<file path="config.mk">
export PLATFORM = sky130hd
export DESIGN_NAME = dual_thresh_wdog
export DESIGN_NICKNAME = d
export VERILOG_FILES = /design/src/rtl/dtw_pkg.sv /design/src/rtl/dtw_prescale.sv /design/src/rtl/dtw_core.sv /design/src/rtl/dtw_irq.sv /design/src/rtl/dual_thresh_wdog.sv
export SDC_FILE = /design/constraint.sdc
export NUM_CORES = 1
export LEC_CHECK = 0
export ABC_CLOCK_PERIOD_IN_PS = 3400
export CAP_MARGIN = 20
export CORE_UTILIZATION = 55
export DETAILED_ROUTE_END_ITERATION = 8
export DONT_BUFFER_PORTS = 1
export MAX_ROUTING_LAYER = met4
export PLACE_DENSITY = 0.68
export SYNTH_ARGS = -nofsm -noshare
export SYNTH_HDL_FRONTEND = slang
export SYNTH_SLANG_ARGS = --single-unit
</file>
<file path="constraint.sdc">
create_clock -name clk -period 3.4 [get_ports clk]
set_clock_uncertainty 0.2 [all_clocks]
set_input_delay 0.68 -clock clk [delete_from_list [all_inputs] [get_ports clk]]
set_output_delay 0.68 -clock clk [all_outputs]
set_load 0.05 [all_outputs]
</file>
<file path="src/rtl/dtw_pkg.sv">
package dtw_pkg;
  localparam int CNT_W  = 12;
  localparam int NIRQ   = 5;
  localparam int ADDR_W = 6;
  localparam int DATA_W = 32;
  localparam logic [7:0] RESTART_KEY = 8'hA5;

  // word index = byte address / 4
  localparam logic [3:0] IX_CTRL = 4'd0;
  localparam logic [3:0] IX_MODE = 4'd1;
  localparam logic [3:0] IX_VAL  = 4'd2;
  localparam logic [3:0] IX_WIN  = 4'd3;
  localparam logic [3:0] IX_LVL  = 4'd4;
  localparam logic [3:0] IX_IEN  = 4'd5;
  localparam logic [3:0] IX_IDIS = 4'd6;
  localparam logic [3:0] IX_STAT = 4'd7;
  localparam logic [3:0] IX_MASK = 4'd8;

  // interrupt bit positions
  localparam int IB_PER   = 0;
  localparam int IB_REP   = 1;
  localparam int IB_LVL   = 2;
  localparam int IB_PER_M = 3;
  localparam int IB_REP_M = 4;

  // mode bit positions
  localparam int MB_PRST = 4;
  localparam int MB_RRST = 5;
  localparam int MB_DIS  = 12;
  localparam int MB_DBG  = 28;
  localparam int MB_IDLE = 29;
endpackage

</file>
<file path="src/rtl/dtw_prescale.sv">
module dtw_prescale #(
  parameter int DIV = 128
) (
  input  logic clk,
  input  logic rst_n,
  input  logic slow_tick,
  input  logic run,
  input  logic clear,
  output logic tick
);
  localparam int PSC_W = (DIV > 1) ? $clog2(DIV) : 1;
  localparam logic [PSC_W-1:0] LAST = PSC_W'(DIV - 1);

  logic [PSC_W-1:0] psc_q, psc_d;
  logic             step;

  assign step = run && slow_tick;
  assign tick = step && (psc_q == LAST);

  always_comb begin
    psc_d = psc_q;
    if (clear)     psc_d = '0;
    else if (tick) psc_d = '0;
    else if (step) psc_d = psc_q + 1'b1;
  end

  always_ff @(posedge clk or negedge rst_n) begin
    if (!rst_n) psc_q <= '0;
    else        psc_q <= psc_d;
  end
endmodule

</file>
<file path="src/rtl/dtw_core.sv">
module dtw_core #(
  parameter int CNT_W = 12
) (
  input  logic             clk,
  input  logic             rst_n,
  input  logic             tick,
  input  logic             restart,
  input  logic [CNT_W-1:0] period,
  input  logic [CNT_W-1:0] rpth,
  input  logic [CNT_W-1:0] lvl,
  output logic [CNT_W-1:0] cnt,
  output logic             reload,
  output logic             rep_evt,
  output logic             per_evt,
  output logic             lvl_evt
);
  localparam logic [CNT_W-1:0] ONE = CNT_W'(1);

  logic [CNT_W-1:0] cnt_q, cnt_d, dec;
  logic             at_zero;

  assign at_zero = (cnt_q == '0);
  assign dec     = cnt_q - ONE;
  assign reload  = restart && (cnt_q <= rpth);
  assign rep_evt = restart && (cnt_q > rpth);
  assign per_evt = tick && !reload && ((cnt_q == ONE) || (at_zero && period == '0));
  assign lvl_evt = tick && !reload && !at_zero && (dec == lvl);

  always_comb begin
    cnt_d = cnt_q;
    if (reload)    cnt_d = period;
    else if (tick) cnt_d = at_zero ? period : dec;
  end

  always_ff @(posedge clk or negedge rst_n) begin
    if (!rst_n) cnt_q <= '1;
    else        cnt_q <= cnt_d;
  end

  assign cnt = cnt_q;
endmodule

</file>
<file path="src/rtl/dtw_irq.sv">
module dtw_irq #(
  parameter int NIRQ = 5
) (
  input  logic            clk,
  input  logic            rst_n,
  input  logic [NIRQ-1:0] set_vec,
  input  logic            stat_rd,
  input  logic            ien_we,
  input  logic            idis_we,
  input  logic [NIRQ-1:0] wbits,
  output logic [NIRQ-1:0] status,
  output logic [NIRQ-1:0] mask,
  output logic            irq
);
  logic [NIRQ-1:0] stat_q, stat_d, mask_q, mask_d;

  always_comb begin
    stat_d = (stat_rd ? '0 : stat_q) | set_vec;
    mask_d = mask_q;
    if (ien_we)  mask_d = mask_q | wbits;
    if (idis_we) mask_d = mask_q & ~wbits;
  end

  always_ff @(posedge clk or negedge rst_n) begin
    if (!rst_n) begin
      stat_q <= '0;
      mask_q <= '0;
    end else begin
      stat_q <= stat_d;
      mask_q <= mask_d;
    end
  end

  assign status = stat_q;
  assign mask   = mask_q;
  assign irq    = |(stat_q & mask_q);
endmodule

</file>
<file path="src/rtl/dual_thresh_wdog.sv">
module dual_thresh_wdog
  import dtw_pkg::*;
#(
  parameter int DIV = 128
) (
  input  logic              clk,
  input  logic              rst_n,
  input  logic              slow_tick,
  input  logic              dbg_halt,
  input  logic              idle,
  input  logic              wr_en,
  input  logic              rd_en,
  input  logic [ADDR_W-1:0] addr,
  input  logic [DATA_W-1:0] wdata,
  output logic [DATA_W-1:0] rdata,
  output logic              irq,
  output logic              rst_req
);
  logic [3:0] idx;
  assign idx = addr[ADDR_W-1:2];

  // configuration registers
  logic [CNT_W-1:0] period_q, period_d, rpth_q, rpth_d, lvl_q, lvl_d;
  logic m_prst_q, m_prst_d, m_rrst_q, m_rrst_d, m_dis_q, m_dis_d;
  logic m_dbg_q, m_dbg_d, m_idle_q, m_idle_d;
  logic rst_req_q, rst_req_d;

  logic mode_we, win_we, lvl_we, ien_we, idis_we, stat_rd, restart;
  assign mode_we = wr_en && (idx == IX_MODE);
  assign win_we  = wr_en && (idx == IX_WIN);
  assign lvl_we  = wr_en && (idx == IX_LVL);
  assign ien_we  = wr_en && (idx == IX_IEN);
  assign idis_we = wr_en && (idx == IX_IDIS);
  assign stat_rd = rd_en && (idx == IX_STAT);
  assign restart = wr_en && (idx == IX_CTRL) && (wdata[31:24] == RESTART_KEY) && wdata[0];

  always_comb begin
    period_d = period_q;
    rpth_d   = rpth_q;
    lvl_d    = lvl_q;
    m_prst_d = m_prst_q;
    m_rrst_d = m_rrst_q;
    m_dis_d  = m_dis_q;
    m_dbg_d  = m_dbg_q;
    m_idle_d = m_idle_q;
    if (win_we) begin
      period_d = wdata[CNT_W-1:0];
      rpth_d   = wdata[16 +: CNT_W];
    end
    if (lvl_we) lvl_d = wdata[CNT_W-1:0];
    if (mode_we) begin
      m_prst_d = wdata[MB_PRST];
      m_rrst_d = wdata[MB_RRST];
      m_dis_d  = wdata[MB_DIS];
      m_dbg_d  = wdata[MB_DBG];
      m_idle_d = wdata[MB_IDLE];
    end
  end

  always_ff @(posedge clk or negedge rst_n) begin
    if (!rst_n) begin
      period_q <= '1;
      rpth_q   <= '1;
      lvl_q    <= '0;
      m_prst_q <= 1'b0;
      m_rrst_q <= 1'b0;
      m_dis_q  <= 1'b1;
      m_dbg_q  <= 1'b0;
      m_idle_q <= 1'b0;
    end else begin
      period_q <= period_d;
      rpth_q   <= rpth_d;
      lvl_q    <= lvl_d;
      m_prst_q <= m_prst_d;
      m_rrst_q <= m_rrst_d;
      m_dis_q  <= m_dis_d;
      m_dbg_q  <= m_dbg_d;
      m_idle_q <= m_idle_d;
    end
  end

  // counting path
  logic enabled, frozen, run, tick;
  logic [CNT_W-1:0] cnt;
  logic reload, rep_evt, per_evt, lvl_evt;

  assign enabled = !m_dis_q;
  assign frozen  = (dbg_halt && m_dbg_q) || (idle && m_idle_q);
  assign run     = enabled && !frozen;

  dtw_prescale #(.DIV(DIV)) u_psc (
    .clk(clk), .rst_n(rst_n), .slow_tick(slow_tick),
    .run(run), .clear(reload || !enabled), .tick(tick)
  );

  dtw_core #(.CNT_W(CNT_W)) u_core (
    .clk(clk), .rst_n(rst_n), .tick(tick), .restart(restart),
    .period(period_q), .rpth(rpth_q), .lvl(lvl_q), .cnt(cnt),
    .reload(reload), .rep_evt(rep_evt), .per_evt(per_evt), .lvl_evt(lvl_evt)
  );

  // interrupt registers
  logic [NIRQ-1:0] set_vec, status, mask;
  always_comb begin
    set_vec           = '0;
    set_vec[IB_PER]   = per_evt;
    set_vec[IB_REP]   = rep_evt;
    set_vec[IB_LVL]   = lvl_evt;
    set_vec[IB_PER_M] = per_evt;
    set_vec[IB_REP_M] = rep_evt;
  end

  dtw_irq #(.NIRQ(NIRQ)) u_irq (
    .clk(clk), .rst_n(rst_n), .set_vec(set_vec), .stat_rd(stat_rd),
    .ien_we(ien_we), .idis_we(idis_we), .wbits(wdata[NIRQ-1:0]),
    .status(status), .mask(mask), .irq(irq)
  );

  // reset request pulse
  assign rst_req_d = (per_evt && m_prst_q) || (rep_evt && m_rrst_q);
  always_ff @(posedge clk or negedge rst_n) begin
    if (!rst_n) rst_req_q <= 1'b0;
    else        rst_req_q <= rst_req_d;
  end
  assign rst_req = rst_req_q;

  // read mux
  always_comb begin
    rdata = '0;
    case (idx)
      IX_MODE: begin
        rdata[MB_PRST] = m_prst_q;
        rdata[MB_RRST] = m_rrst_q;
        rdata[MB_DIS]  = m_dis_q;
        rdata[MB_DBG]  = m_dbg_q;
        rdata[MB_IDLE] = m_idle_q;
      end
      IX_VAL:  rdata[CNT_W-1:0] = cnt;
      IX_WIN: begin
        rdata[CNT_W-1:0]  = period_q;
        rdata[16 +: CNT_W] = rpth_q;
      end
      IX_LVL:  rdata[CNT_W-1:0] = lvl_q;
      IX_STAT: rdata[NIRQ-1:0]  = status;
      IX_MASK: rdata[NIRQ-1:0]  = mask;
      default: rdata = '0;
    endcase
  end
endmodule

</file>
==> reports/qor.yml <==
route:
  drt_drc_violations_left: 0
  routed_wl_um: 11050
  routed_wire_length_per_instance_um: 19.55
  drt-initial-drc-count: 262
  route.detailed.vias_per_inst: 6.271
  final_antenna_net_count: 0
  drtPass1Iterations: 5
  vias: 3543
job:
  maxCapViolations: 0
worst_setup_path:
  worst-endpoint-arrival_ns: 2.86
  startpoint: "u_core.cnt[5]$_DFFE_PN1P_"
  required_worst_endpoint_ns: 3.45
  critPathCapture: "u_irq.status[3]$_DFF_PN0_"
  crit_fanout: 10
  critical_path_class: "register to register"
  r2r_start: "u_core.cnt[5]$_DFFE_PN1P_"
  worstSetupEndpointType: "register"
  r2r-end: "u_irq.status[3]$_DFF_PN0_"
  startpoint_class: "register"
  depth_of_the_most_critical_reg_to_reg_path: 8
  reg2reg_slack_ns: 0.60
sta:
  period_minus_slack_ns: 2.804
  final-setup-viol-count: 0
  worst_pin_slew_ns: 0.6392
  tns_ns: 0
  fmax_ghz: 0.3567
  fin_hold_ws_ns: 0.009734
  setup_ws_ns: 0.5962
  maxSlewHeadroom_pct: 57.28
  final.period_utilization_pct: 82.47
  timing.final.max_slew_violations: 0
  hold_violations: 0
  grt_setup_unrepaired: "false"
final_layout:
  n_fill_cell: 625
  most-common-layout-cells: "nand2_1, mux2_2, dfstp_2"
  layout_commonest_cell: "nand2_1"
  layout-drive-gt1-share_pct: 33.48
  fin_nets: 518
  area_used_by_multi_input_combinational_logic_um2: 2440
  synthToLayoutAreaGrowth_pct: 16.24
  final-instance-count-excl-fill: 565
  regArea_um2: 1823
  diodes: 0
  design_area_um2: 5114
synth:
  synth_edf_count: 0
  asyncSetResetFlopFracSynth_pct: 100.0
  ys.warnings.count: 0
  post-synth-top-area-cell: "dfstp_2"
  syn-cell-area_um2: 4399
  synth_cells: 439
  synthesized_area_divided_by_synthesized_cell_count_um2: 10.02
  synth.area.top_cells: "dfstp_2, dfrtp_1, mux2_2, ha_1, nand2_1"
  yosysUniqueCellTypes: 62
  synth_flop_cell: "dfstp_2"
  yosysSeqAreaShare_pct: 41.44
  netlist.area_leader.share_pct: 22.10
  flop_and_latch_count_out_of_synthesis: 71
floorplan:
  die-area_um2: 8360
  ioPinCount: 79
  row_count: 32
  initial_util_pct: 56.93
  die_w_um: 91.44
  die-height_um: 91.44
  floorplan.core_area_um2: 7727
placement:
  dp_slack_ns: 0.6235
  detailed_place.area_um2: 4885
  gp_congestion: 0.8741
  dp_hpwl_um: 7980
  place_inst: 548
  number_of_port_buffers: 0
clocking:
  clk_latency_ns: 0.36
  cts_max_path_buffers: 2
  ctsHtreeMaxLevel: 3
  cts.sink_count: 71
  tritoncts_clock_tree: "yes"
  cts-buffers-inserted: 9
  number_of_instances_resized_during_post_cts_repair: 0
  post_cts.repair.setup_buffers: 0
  number_of_buffers_inserted_by_hold_repair_at_cts: 1
  clock_root_buffer: "clkbuf_8"
  clk_pin_slew_worst_paths_ns: 0.08
power:
  power_density_nw_per_um2: 459.0
  netSwitchingPower_uw: 710.1
  combPwrFrac_pct: 20.9
  vdd_ir_drop_max_mv: 0.2418
  share_clk_of_total_power_pct: 29.7
  seqPwrFrac_pct: 49.4
  internal_power_mw: 1.637
  total_leakage_power_nw: 2.188
  sw_share_pct: 30.25
global_routing:
  first_pass_grt_wire_length_um: 18220
  grt_overflow_total: 0
  grt_antenna_before_repair: 0
  track_usage_pct: 29.12
  first_global_vias: 3587
  largest_net_degree_at_the_start_of_global_routing: 72
status:
  outcome: "finished, final reports clean"
min_path:
  hp-class: "input pin to async pin"
## flip-flops by register name, indices dropped and copies added, names as in the netlist, 5 cells and up, named ones only
signal and count:
lvl_q 12, period_q 12, rpth_q 12, u_core.cnt 12, u_psc.psc_q 7, u_irq.status 5
## power by group through the flow
stage	logic (mW)	registers, mW	clock network [mW]
floorplan	0.374	1.12	0
CTS	0.493	1.16	0.710
global placement	0.449	1.16	0
global route	0.538	1.18	0.749
detailed placement	0.468	1.17	0
finish	0.490	1.16	0.698
## cells in the mapped netlist (5+ instances only)
master,instances
inv_1,19
dfrtp_1,34
o21ai_0,7
mux2_2,41
a22oi_1,17
nor2_1,21
buf_2,5
nand4_1,6
buf_4,6
xnor2_1,15
nand3_1,8
xor2_1,8
a21oi_1,25
nor3_1,11
dfstp_2,37
and2_1,5
nor2b_1,6
nand2_1,48
clkbuf_1,16
o22a_1,8
nor4_1,16
ha_1,15
a31oi_1,5
## per-layer routing
metal	global-route usage, %	share of wire [%]	vias up
met4	11.64	2.7	0
li1	-	-	1633
met1	36.85	42	1752
met5	-	0	-
met3	6.951	7.3	25
met2	45.05	48	133
## through the flow
stage | total power, mW | util (%)
floorplan | 1.495 | -
global placement | 1.613 | 63.21
detailed placement | 1.640 | 63.21
CTS | 2.360 | 66.18
global route | 2.465 | 66.18
finish | 2.347 | 66.18
## worst min-delay path by stage
stage	end
2_1_floorplan	async pin
3_3_place_gp	m_dbg_q$_DFFE_PN0P_
3_5_place_dp	m_dbg_q$_DFFE_PN0P_
4_1_cts	async pin
5_1_grt	async pin
6_report	lvl_q[0]$_DFFE_PN0P_
## worst max-delay path: stages, from the launching register on
cell     delay (ns)
dfstp_2        0.68
ha_1           0.31
a21oi_1        0.14
o21ai_0        0.11
o31ai_1        0.34
nor4b_4        0.41
buf_4          0.25
or4_4          0.18
nand2_1        0.07
## final cells by class
class | count | share of cell area [%]
multi-input cells | 323 | 47.71
flip-flops and latches | 71 | 35.65
repair buffers | 34 | 8.808
clock inverters | 3 | 0.8319
clock buffers | 13 | 3.107
well taps | 102 | 2.496
inverters | 19 | 1.395
## cell families (layout without fill, tap and decap cells)
| logic type | after synthesis | after routing | synth area share (%) |
|---|---|---|---|
| AND/OR/NAND/NOR | 149 | 149 | 19.17 |
| AO/OA/AOI/OAI | 89 | 89 | 14.39 |
| flip-flops | 71 | 71 | 41.44 |
| buffers and inverters | 49 | 69 | 5.347 |
| multiplexers | 42 | 42 | 10.72 |
| XOR/XNOR | 23 | 23 | 4.579 |
| adder cells (fa/ha/maj) | 15 | 15 | 4.266 |
| other | 1 | 5 | 0.08524 |
Note: power is estimated with default switching activity, not from simulation.
